**src/rtl/can_phy_pkg.sv**
```systemverilog
package can_phy_pkg;

  typedef enum logic [1:0] {
    MODE_OFF    = 2'd0,
    MODE_NORMAL = 2'd1,
    MODE_SILENT = 2'd2
  } phy_mode_e;

  // synchronised input vector layout
  localparam int IX_TXD  = 0;
  localparam int IX_SIL  = 1;
  localparam int IX_EN   = 2;
  localparam int IX_BUS  = 3;
  localparam int IX_OT   = 4;
  localparam int IX_UV   = 5;
  localparam int IN_W    = 6;

  // reset values mirror the levels of undriven pins
  localparam logic [IN_W-1:0] IN_RST = 6'b00_0001;

  // latched fault sources
  localparam int FLT_OT  = 0;
  localparam int FLT_UV  = 1;
  localparam int FLT_N   = 2;

endpackage

```
**src/rtl/can_phy_sync.sv**
```systemverilog
module can_phy_sync #(
  parameter int            W       = 1,
  parameter int            STAGES  = 2,
  parameter logic [W-1:0]  RST_VAL = '0
) (
  input  logic         clk,
  input  logic         rst_n,
  input  logic [W-1:0] d_i,
  output logic [W-1:0] q_o
);

  logic [W-1:0] stg_q [STAGES];

  for (genvar g = 0; g < STAGES; g++) begin : g_stage
    logic [W-1:0] stg_d;
    if (g == 0) begin : g_first
      assign stg_d = d_i;
    end else begin : g_next
      assign stg_d = stg_q[g-1];
    end
    always_ff @(posedge clk or negedge rst_n) begin
      if (!rst_n) stg_q[g] <= RST_VAL;
      else        stg_q[g] <= stg_d;
    end
  end

  assign q_o = stg_q[STAGES-1];

endmodule

```
**src/rtl/can_phy_dom_timer.sv**
```systemverilog
module can_phy_dom_timer #(
  parameter int TMO_CYC = 50000
) (
  input  logic clk,
  input  logic rst_n,
  input  logic txd_s,
  output logic tmo_o
);

  localparam int CW = $clog2(TMO_CYC + 1);
  localparam logic [CW-1:0] LIMIT = CW'(TMO_CYC);

  logic          txd_d_q;
  logic          armed_q, armed_d;
  logic [CW-1:0] cnt_q,   cnt_d;
  logic          tmo_q,   tmo_d;
  logic          fall, rise;

  assign fall = txd_d_q & ~txd_s;
  assign rise = ~txd_d_q & txd_s;

  always_comb begin
    armed_d = armed_q;
    cnt_d   = cnt_q;
    tmo_d   = tmo_q;
    if (rise) begin
      armed_d = 1'b0;
      cnt_d   = '0;
      tmo_d   = 1'b0;
    end else if (fall) begin
      armed_d = 1'b1;
      cnt_d   = CW'(1);
    end else if (armed_q && !tmo_q) begin
      if (cnt_q == LIMIT) tmo_d = 1'b1;
      else                cnt_d = cnt_q + CW'(1);
    end
  end

  always_ff @(posedge clk or negedge rst_n) begin
    if (!rst_n) begin
      txd_d_q <= 1'b1;
      armed_q <= 1'b0;
      cnt_q   <= '0;
      tmo_q   <= 1'b0;
    end else begin
      txd_d_q <= txd_s;
      armed_q <= armed_d;
      cnt_q   <= cnt_d;
      tmo_q   <= tmo_d;
    end
  end

  assign tmo_o = tmo_q;

endmodule

```
**src/rtl/can_phy_hold_latch.sv**
```systemverilog
module can_phy_hold_latch (
  input  logic clk,
  input  logic rst_n,
  input  logic flag_s,
  input  logic txd_s,
  output logic held_o
);

  logic held_q, held_d;

  // set by the fault, kept until fault gone and transmit input high
  always_comb begin
    held_d = held_q;
    if (flag_s)     held_d = 1'b1;
    else if (txd_s) held_d = 1'b0;
  end

  always_ff @(posedge clk or negedge rst_n) begin
    if (!rst_n) held_q <= 1'b0;
    else        held_q <= held_d;
  end

  assign held_o = held_q;

endmodule

```
**src/rtl/can_phy_outmux.sv**
```systemverilog
module can_phy_outmux
  import can_phy_pkg::*;
(
  input  logic      enable_s,
  input  logic      silent_s,
  input  logic      txd_s,
  input  logic      bus_dom_s,
  input  logic      tx_block,
  output phy_mode_e mode,
  output logic      drv_en,
  output logic      drv_dom,
  output logic      rxd,
  output logic      rxd_oe
);

  always_comb begin
    if (!enable_s)     mode = MODE_OFF;
    else if (silent_s) mode = MODE_SILENT;
    else               mode = MODE_NORMAL;
  end

  always_comb begin
    drv_en  = 1'b0;
    drv_dom = 1'b0;
    rxd     = 1'b1;
    rxd_oe  = 1'b0;
    unique case (mode)
      MODE_NORMAL: begin
        drv_en  = 1'b1;
        drv_dom = ~txd_s & ~tx_block;
        rxd     = ~bus_dom_s;
        rxd_oe  = 1'b1;
      end
      MODE_SILENT: begin
        drv_en  = 1'b1;
        rxd     = ~bus_dom_s;
        rxd_oe  = 1'b1;
      end
      default: begin
        drv_en  = 1'b0;
      end
    endcase
  end

endmodule

```
**src/rtl/can_phy_ctrl.sv**
```systemverilog
module can_phy_ctrl
  import can_phy_pkg::*;
#(
  parameter int TMO_CYC = 50000,  // 2.5 ms at a 20 MHz core clock
  parameter int SYNC_STAGES = 2
) (
  input  logic       clk,
  input  logic       rst_n,
  input  logic       txd_i,
  input  logic       silent_i,
  input  logic       enable_i,
  input  logic       bus_dom_i,
  input  logic       otemp_i,
  input  logic       uvolt_i,
  output logic       drv_en_o,
  output logic       drv_dom_o,
  output logic       rxd_o,
  output logic       rxd_oe_o,
  output logic       tmo_flag_o,
  output logic       tsd_flag_o,
  output logic [1:0] mode_o
);

  logic [IN_W-1:0]  raw, syn;
  logic [FLT_N-1:0] flt_s, flt_held;
  logic             tmo;
  phy_mode_e        mode;

  always_comb begin
    raw         = '0;
    raw[IX_TXD] = txd_i;
    raw[IX_SIL] = silent_i;
    raw[IX_EN]  = enable_i;
    raw[IX_BUS] = bus_dom_i;
    raw[IX_OT]  = otemp_i;
    raw[IX_UV]  = uvolt_i;
  end

  can_phy_sync #(
    .W(IN_W), .STAGES(SYNC_STAGES), .RST_VAL(IN_RST)
  ) u_sync (
    .clk(clk), .rst_n(rst_n), .d_i(raw), .q_o(syn)
  );

  can_phy_dom_timer #(.TMO_CYC(TMO_CYC)) u_tmo (
    .clk(clk), .rst_n(rst_n), .txd_s(syn[IX_TXD]), .tmo_o(tmo)
  );

  assign flt_s[FLT_OT] = syn[IX_OT];
  assign flt_s[FLT_UV] = syn[IX_UV];

  for (genvar f = 0; f < FLT_N; f++) begin : g_flt
    can_phy_hold_latch u_hold (
      .clk(clk), .rst_n(rst_n), .flag_s(flt_s[f]),
      .txd_s(syn[IX_TXD]), .held_o(flt_held[f])
    );
  end

  can_phy_outmux u_out (
    .enable_s (syn[IX_EN]),
    .silent_s (syn[IX_SIL]),
    .txd_s    (syn[IX_TXD]),
    .bus_dom_s(syn[IX_BUS]),
    .tx_block (tmo | (|flt_held)),
    .mode     (mode),
    .drv_en   (drv_en_o),
    .drv_dom  (drv_dom_o),
    .rxd      (rxd_o),
    .rxd_oe   (rxd_oe_o)
  );

  assign mode_o     = mode;
  assign tmo_flag_o = tmo;
  assign tsd_flag_o = flt_held[FLT_OT];

endmodule

```
**config.mk**
```make
export PLATFORM = sky130hd
export DESIGN_NAME = can_phy_ctrl
export DESIGN_NICKNAME = d
export VERILOG_FILES = /design/src/rtl/can_phy_pkg.sv /design/src/rtl/can_phy_sync.sv /design/src/rtl/can_phy_dom_timer.sv /design/src/rtl/can_phy_hold_latch.sv /design/src/rtl/can_phy_outmux.sv /design/src/rtl/can_phy_ctrl.sv
export SDC_FILE = /design/constraint.sdc
export NUM_CORES = 1
export LEC_CHECK = 0
export ABC_AREA = 1
export ABC_CLOCK_PERIOD_IN_PS = 3860
export BUFFER_PORTS_ARGS = -buffer_cell sky130_fd_sc_hd__buf_2
export CORE_ASPECT_RATIO = 0.5
export CORE_UTILIZATION = 40
export CTS_CLUSTER_DIAMETER = 120
export DETAILED_ROUTE_END_ITERATION = 7
export PLACE_DENSITY = 0.58
export SYNTH_ARGS = -nofsm -noshare
export SYNTH_HDL_FRONTEND = slang
export SYNTH_SLANG_ARGS = --single-unit
```
**constraint.sdc**
```tcl
create_clock -name clk -period 3.86 [get_ports clk]
set_input_delay 0.965 -clock clk [delete_from_list [all_inputs] [get_ports clk]]
set_output_delay 0.965 -clock clk [all_outputs]
set_load 0.01 [all_outputs]
```
# After elaboration in Yosys (flattened, before gate mapping)
# Cells that the tools add are included.
word_totals:
  ff_bits: 33
  inputBits: 8
  out_inout_bits: 8
  wordCells: 52
classes:
  addsub: 1
  eq_ne: 5
  n_mux: 18
  n_bitwise: 8
  reduce_logical: 12
ops:
  columns: ["op", "count"]
  rows:
  - ["16-bit 2-to-1 mux", 4]
  - ["16-bit by 1-bit adder with 16-bit output (second input constant)", 1]
  - ["16-bit equality test (second input constant)", 1]
  - ["1-bit 2-to-1 mux", 12]
  - ["2-bit nonzero test", 5]
  - ["2-bit 2-to-1 mux", 2]
  - ["1-bit inverter", 4]
  - ["2-bit OR reduction", 2]
  - ["1-bit AND", 3]
  - ["3-bit by 1-bit inequality test with 1-bit output (second input constant)", 1]
  - ["3-bit AND reduction", 1]
  - ["3-bit nonzero test", 1]
  - ["2-bit by 1-bit equality test with 1-bit output (second input constant)", 1]
  - ["2-bit equality test (second input constant)", 1]
  - ["2-bit inequality test (second input constant)", 1]
  - ["2-bit AND reduction", 1]
  - ["1-bit logical AND", 1]
  - ["1-bit zero test", 1]
  - ["1-bit OR", 1]

# Logic depth before layout (Yosys ltp)
# Gate-level depths: netlist (run 1).
logic_depth:
  ltp_word: 5
  mapped_depth: 10
  mapped_depth_nobuf: 9

# By module
# Synthesis (run 1) repeated with hierarchy kept, for this count alone.
hier_totals:
  hier_cells: 246
  area_unflattened_um2: 1798.0
by_module_without_submodules:
  columns: ["mod", "n_inst", "cells_per_inst", "area_each_um2", "seq_area_each_um2"]
  rows:
  - ["can_phy_dom_timer", 1, 209, 1350.0, 476.7]
  - ["can_phy_sync", 1, 12, 302.8, 302.8]
  - ["can_phy_hold_latch", 2, 5, 40.0, 25.0]
  - ["can_phy_outmux", 1, 12, 53.8, 0.0]
  - ["can_phy_ctrl", 1, 3, 11.3, 0.0]

# Least setup slack after synthesis (run 1)
# Ideal clock, no wire load.
synth_path:
  kind: "flip-flop to output port"
  start: "register u_sync.stg_q, in the netlist u_sync.q_o[2]"
  end: "output drv_dom_o"
  arrival_ns: 0.956
  t_required_ns: 2.895
  slack_ns: 1.939
  path_stages_with_launch: 5
  path_buffers: 0
  path_cell_list: "dfrtp_1 inv_1 nor2_1 nand3_1 nor3_1"
synth_via:
  elab_chain_len: 3
synth_rtl:
  columns: ["element", "line", "text"]
  rows:
  - ["from (decl)", "can_phy_sync.sv:12", "logic [W-1:0] stg_q [STAGES];"]
  - ["from (signal, indexed assignment)", "can_phy_sync.sv:23", "else stg_q[g] <= stg_d;"]
  - ["2-bit 2-to-1 mux", "can_phy_outmux.sv:17", "if (!enable_s) mode = MODE_OFF;"]
  - ["via mode_o[0]", "can_phy_ctrl.sv:21", "output logic [1:0] mode_o"]
  - ["2-bit by 1-bit equality test with 1-bit output", "can_phy_outmux.sv:27", "unique case (mode)"]
  - ["1-bit 2-to-1 mux", "can_phy_outmux.sv:27", null]
  - ["to (decl)", "can_phy_ctrl.sv:16", "output logic drv_dom_o,"]
# The timed path passes the listed nets, and every way through them passes these cells.

# Worst setup path in the final report (run 1)
layout_path:
  start: "register u_sync.stg_q, in the netlist u_sync.q_o[2]"
  end: "output drv_dom_o"
layout_via:
  elab_chain_len: 3
layout_rtl:
  columns: ["element", "line"]
  rows:
  - ["2-bit 2-to-1 mux", "can_phy_outmux.sv:17"]
  - ["2-bit by 1-bit equality test with 1-bit output", "can_phy_outmux.sv:27"]
  - ["1-bit 2-to-1 mux", "can_phy_outmux.sv:27"]
# Every way passes these cells.

==> results of run 1 <==
==> kinds of logic (layout without fill, tap and decap cells) <==
group,after synthesis,after routing,share of synthesized area
AO/OA/AOI/OAI,13,13,0.0551
adder cells (fa/ha/maj),4,4,0.0290
buffers and inverters,41,57,0.101
flip-flops,33,33,0.481
AND/OR/NAND/NOR,128,128,0.334
==> worst max-delay path, cell delays in order, from the launching register on <==
cell	delay, ns
dfrtp_1	0.40
inv_1	0.05
nor2_1	0.16
nand3_1	0.09
nor3_1	0.15
buf_2	0.16
==> per-layer routing <==
layer  track usage  vias up  wire length (microns)
li1              -      712                      -
met1         0.242      624                   1730
met2         0.240       21                   1390
met3        0.0535        4                    141
met4        0.0657        0                     32
met5             0        -                      0
==> stage by stage <==
step	utilization	setup slack [ns]	cells	hold slack, ns
after floorplan	-	1.94	219	0.331
after global placement	0.453	1.70	281	0.332
after detailed placement	0.453	1.64	281	0.341
after CTS	0.479	1.61	289	0.357
after global routing	0.479	1.45	289	0.361
final	0.479	1.60	289	0.354
==> path summary, 6_finish.rpt <==
check	end
hold / removal	u_sync.q_o[2]
max in group asynchronous	u_sync.g_stage[1].stg_d[5]
setup reg to reg	u_tmo.cnt_q[5]
setup / recovery	drv_dom_o
min in group asynchronous	u_tmo.cnt_q[14]
hold reg to reg	u_sync.q_o[2]
==> report_power, final <==
group | switching (mW) | internal, mW
Sequential | 0.0166 | 0.366
Clock | 0.122 | 0.191
Combinational | 0.0564 | 0.0276
Total | 0.195 | 0.585
==> state kept, by name, summed over array words and instances, names as in the netlist <==
signal and flops:
u_sync.q_o 6, g_flt.u_hold.held_o 2, u_tmo.txd_d_q 1, u_sync.g_stage.stg_d 6, u_tmo.cnt_q 16, u_tmo.armed_q 1
u_tmo.tmo_o 1
==> area by class of cell <==
type	instances	area share
multi-input combinational	145	0.374
clock buffer	6	0.0376
inverter	34	0.0661
timing repair buffer	15	0.0389
clock inverter	2	0.0182
tap	54	0.0350
sequential	33	0.430
==> synth_stat cells (3+ instances only) <==
library cell | count | share of area
o21ai_2 | 6 | 0.030
nand4_1 | 4 | 0.015
nand3_1 | 21 | 0.061
nor2_2 | 4 | 0.015
ha_1 | 4 | 0.029
clkbuf_1 | 3 | 0.0065
nor2_1 | 38 | 0.083
dfstp_2 | 3 | 0.046
nand2_1 | 50 | 0.11
o21ai_0 | 3 | 0.0087
dfrtp_1 | 30 | 0.44
inv_1 | 31 | 0.067
==> flow_metrics.py, run 1 <==
metrics = {
    "yosys": {
        "synthCells": 219,
        "yosys_warnings": 0,
        "synth_edf_count": 0,
        "synth_cell_type_count": 28,
        "avgSynthCellArea_sq_um": 7.88,
        "ys_seq_elements": 33,
        "netlist_area_sq_um": 1730,
        "synth_ff_type": "dfrtp_1",
        "synth_nets": 231,
        "ys_async_sr_fraction": 1.00,
        "yosysSeqAreaShare": 0.481,
    },
    "detailed_routing": {
        "route.detailed.drc": 0,
        "dr_total_vias": 1361,
        "routed_wl_mm": 3.30,
        "dr.pass1.iters": 4,
        "drt_iter0_drc": 56,
        "final_antenna_net_count": 0,
        "routed_via_density": 4.71,
        "wl_per_cell_microns": 11.4,
    },
    "setup_path": {
        "worstPathArrival_ns": 1.29,
        "r2r_start": "u_tmo.txd_d_q",
        "path_class": "reg -> out",
        "path_max_fanout": 5,
        "crit_path_end_kind": "output pin",
        "rr_worst_depth": 6,
        "cp_data_required_time_ns": 2.89,
        "startpoint_type": "flip-flop",
        "crit_start": "u_sync.q_o[2]",
        "rrSetupSlack_ns": 1.64,
    },
    "floorplanning": {
        "start_util": 0.429,
        "die_w_microns": 94.9,
        "rows": 16,
        "die_area_sq_um": 4600,
        "coreArea_sq_um": 4020,
        "pin_count": 16,
        "fp.dieH_microns": 48.4,
    },
    "sta": {
        "max_slew_margin": 0.395,
        "finalCritPeriodShare": 0.585,
        "slew_violations": 0,
        "finalSetupTns_ns": 0,
        "hold_viol_final": 0,
        "final-setup-viol-count": 0,
        "fmax_mhz": 443,
        "min_period_ns": 2.26,
        "worst_slew_pin_slew_ns": 0.905,
        "fin_skew_ns": 0.00310,
        "rsz0062_at_grt": "no",
    },
    "power": {
        "ir_drop_uv": 261,
        "p_leak_nw": 0.946,
        "p_total_mw": 0.780,
        "p_per_area_nw_per_um2": 404,
    },
    "clock_network": {
        "tritoncts": "built",
        "cts.sinks": 33,
        "post_cts_buffers": 0,
        "clkTransAtPathRegs_ns": 0.07,
        "cts_buffer_depth": 2,
        "cts_buffers": 5,
        "clock_latency_ns": 0.28,
        "h-tree-depth": 2,
        "ctsResizeCount": 0,
        "cts_root_buf": "clkbuf_8",
        "ctsHoldBuffers": 0,
    },
    "grt": {
        "antenna_found_initial": 0,
        "gr-usage-all-layers": 0.170,
        "grt_pass1_vias": 1315,
        "grt_pass1_wl_mm": 5.87,
        "grt_max_degree": 34,
        "grt_overflow": 0,
    },
    "finish": {
        "fin_nets": 246,
        "fillers": 388,
        "area_growth_pct": 11.8,
        "drive_above_1_share": 0.187,
        "diodes": 0,
        "layout_common_cells": "50 x nand2_1, 38 x nor2_1, 31 x inv_1",
        "final_common_cell": "nand2_1",
        "seqCellArea_sq_um": 830,
        "final_area_sq_um": 1930,
        "multiInputGateArea_sq_um": 722,
    },
    "job": {
        "cap_violations": 0,
    },
    "min_path": {
        "min_path_type": "reg -> reg",
        "worstHoldStart": "u_sync.g_stage[1].stg_d[2]",
        "hold_depth": 0,
    },
    "place": {
        "dpl_cell_area_sq_um": 1820,
        "io_buffers": 15,
        "hpwl_mm": 2.43,
        "place_congestion": 0.764,
    },
    "status": {
        "outcome": "complete, no violations",
    },
}
Power figures use the tool's default switching activity.
==> inputs of run 2 (changes only) <==
--- a/config.mk
+++ b/config.mk
@@ -6,7 +6,7 @@
 export NUM_CORES = 1
 export LEC_CHECK = 0
 export ABC_AREA = 1
-export ABC_CLOCK_PERIOD_IN_PS = 3860
+export ABC_CLOCK_PERIOD_IN_PS = 2200
 export BUFFER_PORTS_ARGS = -buffer_cell sky130_fd_sc_hd__buf_2
 export CORE_ASPECT_RATIO = 0.5
 export CORE_UTILIZATION = 40
==> constraint.sdc (replaced) <==
create_clock -name clk -period 2.2 [get_ports clk]
set_input_delay 0.55 -clock clk [delete_from_list [all_inputs] [get_ports clk]]
set_output_delay 0.55 -clock clk [all_outputs]
set_load 0.01 [all_outputs]
==> run 2 against run 1 <==
Net effect: count of clock-buffer cells in the layout is the same; via count is 1.5% higher; core utilization grew 0.56 points; critical path depth unchanged; sequential power is 76% higher; routed wire length is 2.7% higher.
==> flow_metrics.py, run 2 (synthesized netlist as in run 1, its figures left out) <==
metrics = {
    "setup_path": {
        "crit_path_end_kind": "output pin",
        "startpoint_type": "flip-flop",
        "r2r_start": "u_sync.q_o[0]",
        "timing.rr.end": "u_tmo.cnt_q[1]",
        "path_class": "reg -> out",
        "path_max_fanout": 5,
        "rr_worst_depth": 6,
        "cp_data_required_time_ns": 1.65,
        "rrSetupSlack_ns": 0.58,
        "worstPathArrival_ns": 1.28,
    },
    "floorplanning": {
        "fp.dieH_microns": 48.4,
        "start_util": 0.429,
        "die_area_sq_um": 4600,
        "coreArea_sq_um": 4020,
        "pin_count": 16,
        "rows": 16,
        "die_w_microns": 94.9,
    },
    "grt": {
        "antenna_found_initial": 0,
        "grt_pass1_vias": 1283,
        "grt_use_met1": 0.248,
        "grt_pass1_wl_mm": 5.96,
        "grt_max_degree": 34,
        "busiest_layer": "met2",
        "gr-usage-all-layers": 0.172,
        "grt_overflow": 0,
        "grt_use_met2": 0.252,
        "met3_usage": 0.0519,
    },
    "finish": {
        "top_register": "u_tmo.cnt_q",
        "layout_common_cells": "50 x nand2_1, 38 x nor2_1, 31 x inv_1",
        "fin_util": 0.485,
        "final_common_cell": "nand2_1",
        "drive_above_1_share": 0.197,
        "largest_reg_flops": 16,
        "diodes": 0,
        "area_growth_pct": 13.1,
        "fin_nets": 249,
        "fillers": 397,
    },
    "clock_network": {
        "clkTransAtPathRegs_ns": 0.07,
        "post_cts_buffers": 0,
        "clock_latency_ns": 0.29,
        "ctsResizeCount": 0,
        "cts_root_buf": "clkbuf_8",
        "h-tree-depth": 2,
        "cts_buffers": 5,
        "cts_buffer_depth": 2,
        "cts.sinks": 33,
        "tritoncts": "built",
        "ctsHoldBuffers": 0,
    },
    "sta": {
        "finalCritPeriodShare": 0.833,
        "fin_skew_ns": 0.00780,
        "slew_violations": 0,
        "finalSetupTns_ns": 0,
        "max_slew_margin": 0.521,
        "worst_slew_pin_slew_ns": 0.718,
        "hold_viol_final": 0,
        "fmax_mhz": 546,
        "rsz0062_at_grt": "no",
        "final-setup-viol-count": 0,
        "min_period_ns": 1.83,
    },
    "power": {
        "p_leak_nw": 0.961,
        "p_per_area_nw_per_um2": 712,
        "ir_drop_uv": 425,
    },
    "place": {
        "io_buffers": 15,
        "hpwl_mm": 2.46,
        "place_congestion": 0.842,
    },
    "detailed_routing": {
        "dr_total_vias": 1381,
        "wl_per_cell_microns": 11.6,
        "routed_wl_mm": 3.39,
        "final_antenna_net_count": 0,
        "dr.pass1.iters": 4,
        "routed_via_density": 4.73,
        "route.detailed.drc": 0,
        "drt_iter0_drc": 60,
    },
    "min_path": {
        "min_path_type": "in -> async",
    },
    "job": {
        "cap_violations": 0,
    },
    "status": {
        "outcome": "complete, no violations",
    },
}
[run 2: cell count changes in the layout (fill, tap and decap cells not counted), sizes merged]
cell | before | now
buf | 15 | 18
[run 2: worst max-delay path by stage]
stage                  start             end  slack [ns]  depth (start not counted)
3_3_place_gp   u_sync.q_o[0]  u_tmo.cnt_q[1]        0.60                          6
2_1_floorplan  u_sync.q_o[0]  u_tmo.cnt_q[2]        0.64                          6
5_1_grt        u_sync.q_o[2]       drv_dom_o        0.26                          5
4_1_cts        u_sync.q_o[2]       drv_dom_o        0.35                          5
3_5_place_dp   u_sync.q_o[0]  u_tmo.cnt_q[1]        0.57                          6
6_report       u_sync.q_o[2]       drv_dom_o        0.37                          5
[run 2: cell type report]
type / count / area [sq um] / share of cell area
flip-flops and latches: 33 / 830 / 0.425
multi-input cells: 145 / 722 / 0.370
inverters: 34 / 128 / 0.0654
repair buffers: 18 / 97.6 / 0.0500
clock buffers: 6 / 72.6 / 0.0372
well taps: 54 / 67.6 / 0.0346
clock inverters: 2 / 35.0 / 0.0179
[run 2: power by group]
group	switching, mW	total (mW)	internal (mW)	leakage (nW)
Clock	0.227	0.563	0.336	0.0552
Combinational	0.100	0.153	0.0531	0.490
Sequential	0.0310	0.673	0.642	0.415
[run 2: per-stage QoR]
| step | hold slack [ns] | instance area (sq um) | std cells | power, mW | setup WS (ns) |
|---|---|---|---|---|---|
| floorplan | 0.254 | 1730 | 219 | 0.788 | 0.640 |
| global placement | 0.333 | 1840 | 284 | 0.836 | 0.596 |
| detailed placement | 0.336 | 1840 | 284 | 0.839 | 0.573 |
| CTS | 0.345 | 1950 | 292 | 1.40 | 0.354 |
| global route | 0.341 | 1950 | 292 | 1.47 | 0.257 |
| finish | 0.314 | 1950 | 292 | 1.39 | 0.368 |
[run 2: worst max-delay path: stages, from the launching register on]
cell	delay, ns
dfrtp_1	0.39
inv_1	0.05
nor2_1	0.14
nand3_1	0.09
nor3_1	0.16
buf_2	0.16
[run 2: routing by layer]
layer / up-vias / wire, microns
met2: 29 / 1470
met3: 2 / 169
met1: 640 / 1730
li1: 710 / -
met4: 0 / 19
met5: - / 0
==> inputs of run 3 (changes only) <==
--- a/config.mk
+++ b/config.mk
@@ -6,7 +6,7 @@
 export NUM_CORES = 1
 export LEC_CHECK = 0
 export ABC_AREA = 1
-export ABC_CLOCK_PERIOD_IN_PS = 2200
+export ABC_CLOCK_PERIOD_IN_PS = 1900
 export BUFFER_PORTS_ARGS = -buffer_cell sky130_fd_sc_hd__buf_2
 export CORE_ASPECT_RATIO = 0.5
 export CORE_UTILIZATION = 40
==> constraint.sdc (replaced) <==
create_clock -name clk -period 1.9 [get_ports clk]
set_input_delay 0.475 -clock clk [delete_from_list [all_inputs] [get_ports clk]]
set_output_delay 0.475 -clock clk [all_outputs]
set_load 0.01 [all_outputs]
==> run 3 against run 2 <==
Net effect: sequential power up 16%; die area unchanged; power is 15% higher; critical endpoint unchanged.
==> flow_metrics.py, run 3 (synthesized netlist as in run 1, its figures left out) <==
metrics = {
    "place": {
        "io_buffers": 15,
        "dpl.cell_count": 285,
        "dpl_cell_area_sq_um": 1850,
        "hpwl_mm": 2.41,
        "place_congestion": 0.835,
    },
    "floorplanning": {
        "rows": 16,
        "pin_count": 16,
        "die_area_sq_um": 4600,
        "start_util": 0.429,
        "coreArea_sq_um": 4020,
        "fp.dieH_microns": 48.4,
        "die_w_microns": 94.9,
    },
    "setup_path": {
        "r2r_start": "u_tmo.cnt_q[0]",
        "critPathTopFamily": "simple AND/OR/NAND/NOR gates",
        "slowest_stage": "dfrtp_1",
        "worstPathArrival_ns": 1.31,
        "cpPeakStageDelay_ns": 0.39,
        "cp_data_required_time_ns": 1.42,
        "path_class": "reg -> out",
        "startpoint_type": "flip-flop",
        "rr_worst_depth": 9,
        "timing.rr.end": "u_tmo.cnt_q[8]",
        "rrSetupSlack_ns": 0.26,
        "path_buf_inv": 2,
        "path_max_fanout": 5,
        "crit_path_end_kind": "output pin",
        "crit_chain": "inv_1, nor2_1, nand3_1, nor3_1, buf_2",
    },
    "status": {
        "outcome": "complete, no violations",
    },
    "min_path": {
        "min_path_type": "in -> async",
    },
    "detailed_routing": {
        "dr_total_vias": 1375,
        "route.detailed.drc": 0,
        "wl_per_cell_microns": 11.2,
        "drt_iter0_drc": 68,
        "final_antenna_net_count": 0,
        "routed_wl_mm": 3.27,
        "dr.pass1.iters": 4,
        "routed_via_density": 4.69,
    },
    "grt": {
        "grt_pass1_wl_mm": 5.84,
        "grt_pass1_vias": 1278,
        "gr-usage-all-layers": 0.172,
        "grt_max_degree": 34,
        "grt_overflow": 0,
        "antenna_found_initial": 0,
    },
    "sta": {
        "max_slew_margin": 0.724,
        "finalCritPeriodShare": 0.942,
        "fin_skew_ns": 0.00766,
        "fmax_mhz": 559,
        "worst_slew_pin_slew_ns": 0.413,
        "hold_viol_final": 0,
        "min_period_ns": 1.79,
        "slew_violations": 0,
        "holdWs_ns": 0.200,
        "rsz0062_at_grt": "no",
        "finalSetupTns_ns": 0,
        "final-setup-viol-count": 0,
    },
    "clock_network": {
        "h-tree-depth": 2,
        "clock_latency_ns": 0.29,
        "cts_root_buf": "clkbuf_8",
        "post_cts_buffers": 0,
        "cts.sinks": 33,
        "cts_buffers": 5,
        "clkTransAtPathRegs_ns": 0.07,
        "ctsResizeCount": 0,
        "cts_buffer_depth": 2,
        "ctsHoldBuffers": 0,
        "tritoncts": "built",
    },
    "job": {
        "cap_violations": 0,
    },
    "finish": {
        "layout.cells.non_filler": 293,
        "layout_common_cells": "50 x nand2_1, 38 x nor2_1, 31 x inv_1",
        "drive_above_1_share": 0.201,
        "top_register": "u_tmo.cnt_q",
        "diodes": 0,
        "final_common_cell": "nand2_1",
        "final_area_sq_um": 1960,
        "area_growth_pct": 13.6,
        "largest_reg_flops": 16,
        "fin_nets": 250,
    },
    "power": {
        "ir_drop_uv": 455,
        "p_leak_nw": 0.966,
        "p_per_area_nw_per_um2": 819,
    },
}
run 3: metal layers:
metal / routed length (microns) / vias up / GRT usage
li1: - / 712 / -
met1: 1680 / 628 / 0.245
met2: 1410 / 30 / 0.243
met3: 140 / 5 / 0.0519
met4: 42 / 0 / 0.0682
met5: 0 / - / 0
run 3: metrics by stage:
step | total power, mW | utilization | setup WS, ns
final | 1.60 | 0.487 | 0.110
after global routing | 1.69 | 0.487 | 0.0154
after CTS | 1.63 | 0.487 | 0.0761
after detailed placement | 0.972 | 0.460 | 0.254
after global placement | 0.968 | 0.460 | 0.282
after floorplan | 0.912 | - | 0.340
run 3: layout make-up:
| cell class | count | area (sq um) |
|---|---|---|
| fill | 384 | 2060 |
| sequential | 33 | 830 |
| multi-input combinational | 145 | 722 |
| inverter | 34 | 128 |
| timing repair buffer | 19 | 105 |
| clock buffer | 6 | 72.6 |
| tap | 54 | 67.6 |
| clock inverter | 2 | 35.0 |
run 3: how the worst max path moves through the flow:
stage                         startpoint             end  slack (ns)  cells after the start
after floorplan            u_sync.q_o[0]  u_tmo.cnt_q[2]        0.34                      6
after global placement    u_tmo.cnt_q[0]  u_tmo.cnt_q[7]        0.28                      9
after detailed placement  u_tmo.cnt_q[0]  u_tmo.cnt_q[8]        0.25                      9
after CTS                  u_sync.q_o[2]       drv_dom_o        0.08                      5
after global routing       u_sync.q_o[2]       drv_dom_o        0.02                      5
final                      u_sync.q_o[2]       drv_dom_o        0.11                      5
run 3: report_power, final:
group	internal [mW]	switching, mW
combinational	0.0623	0.113
clock	0.389	0.261
sequential	0.744	0.0349
total	1.19	0.409
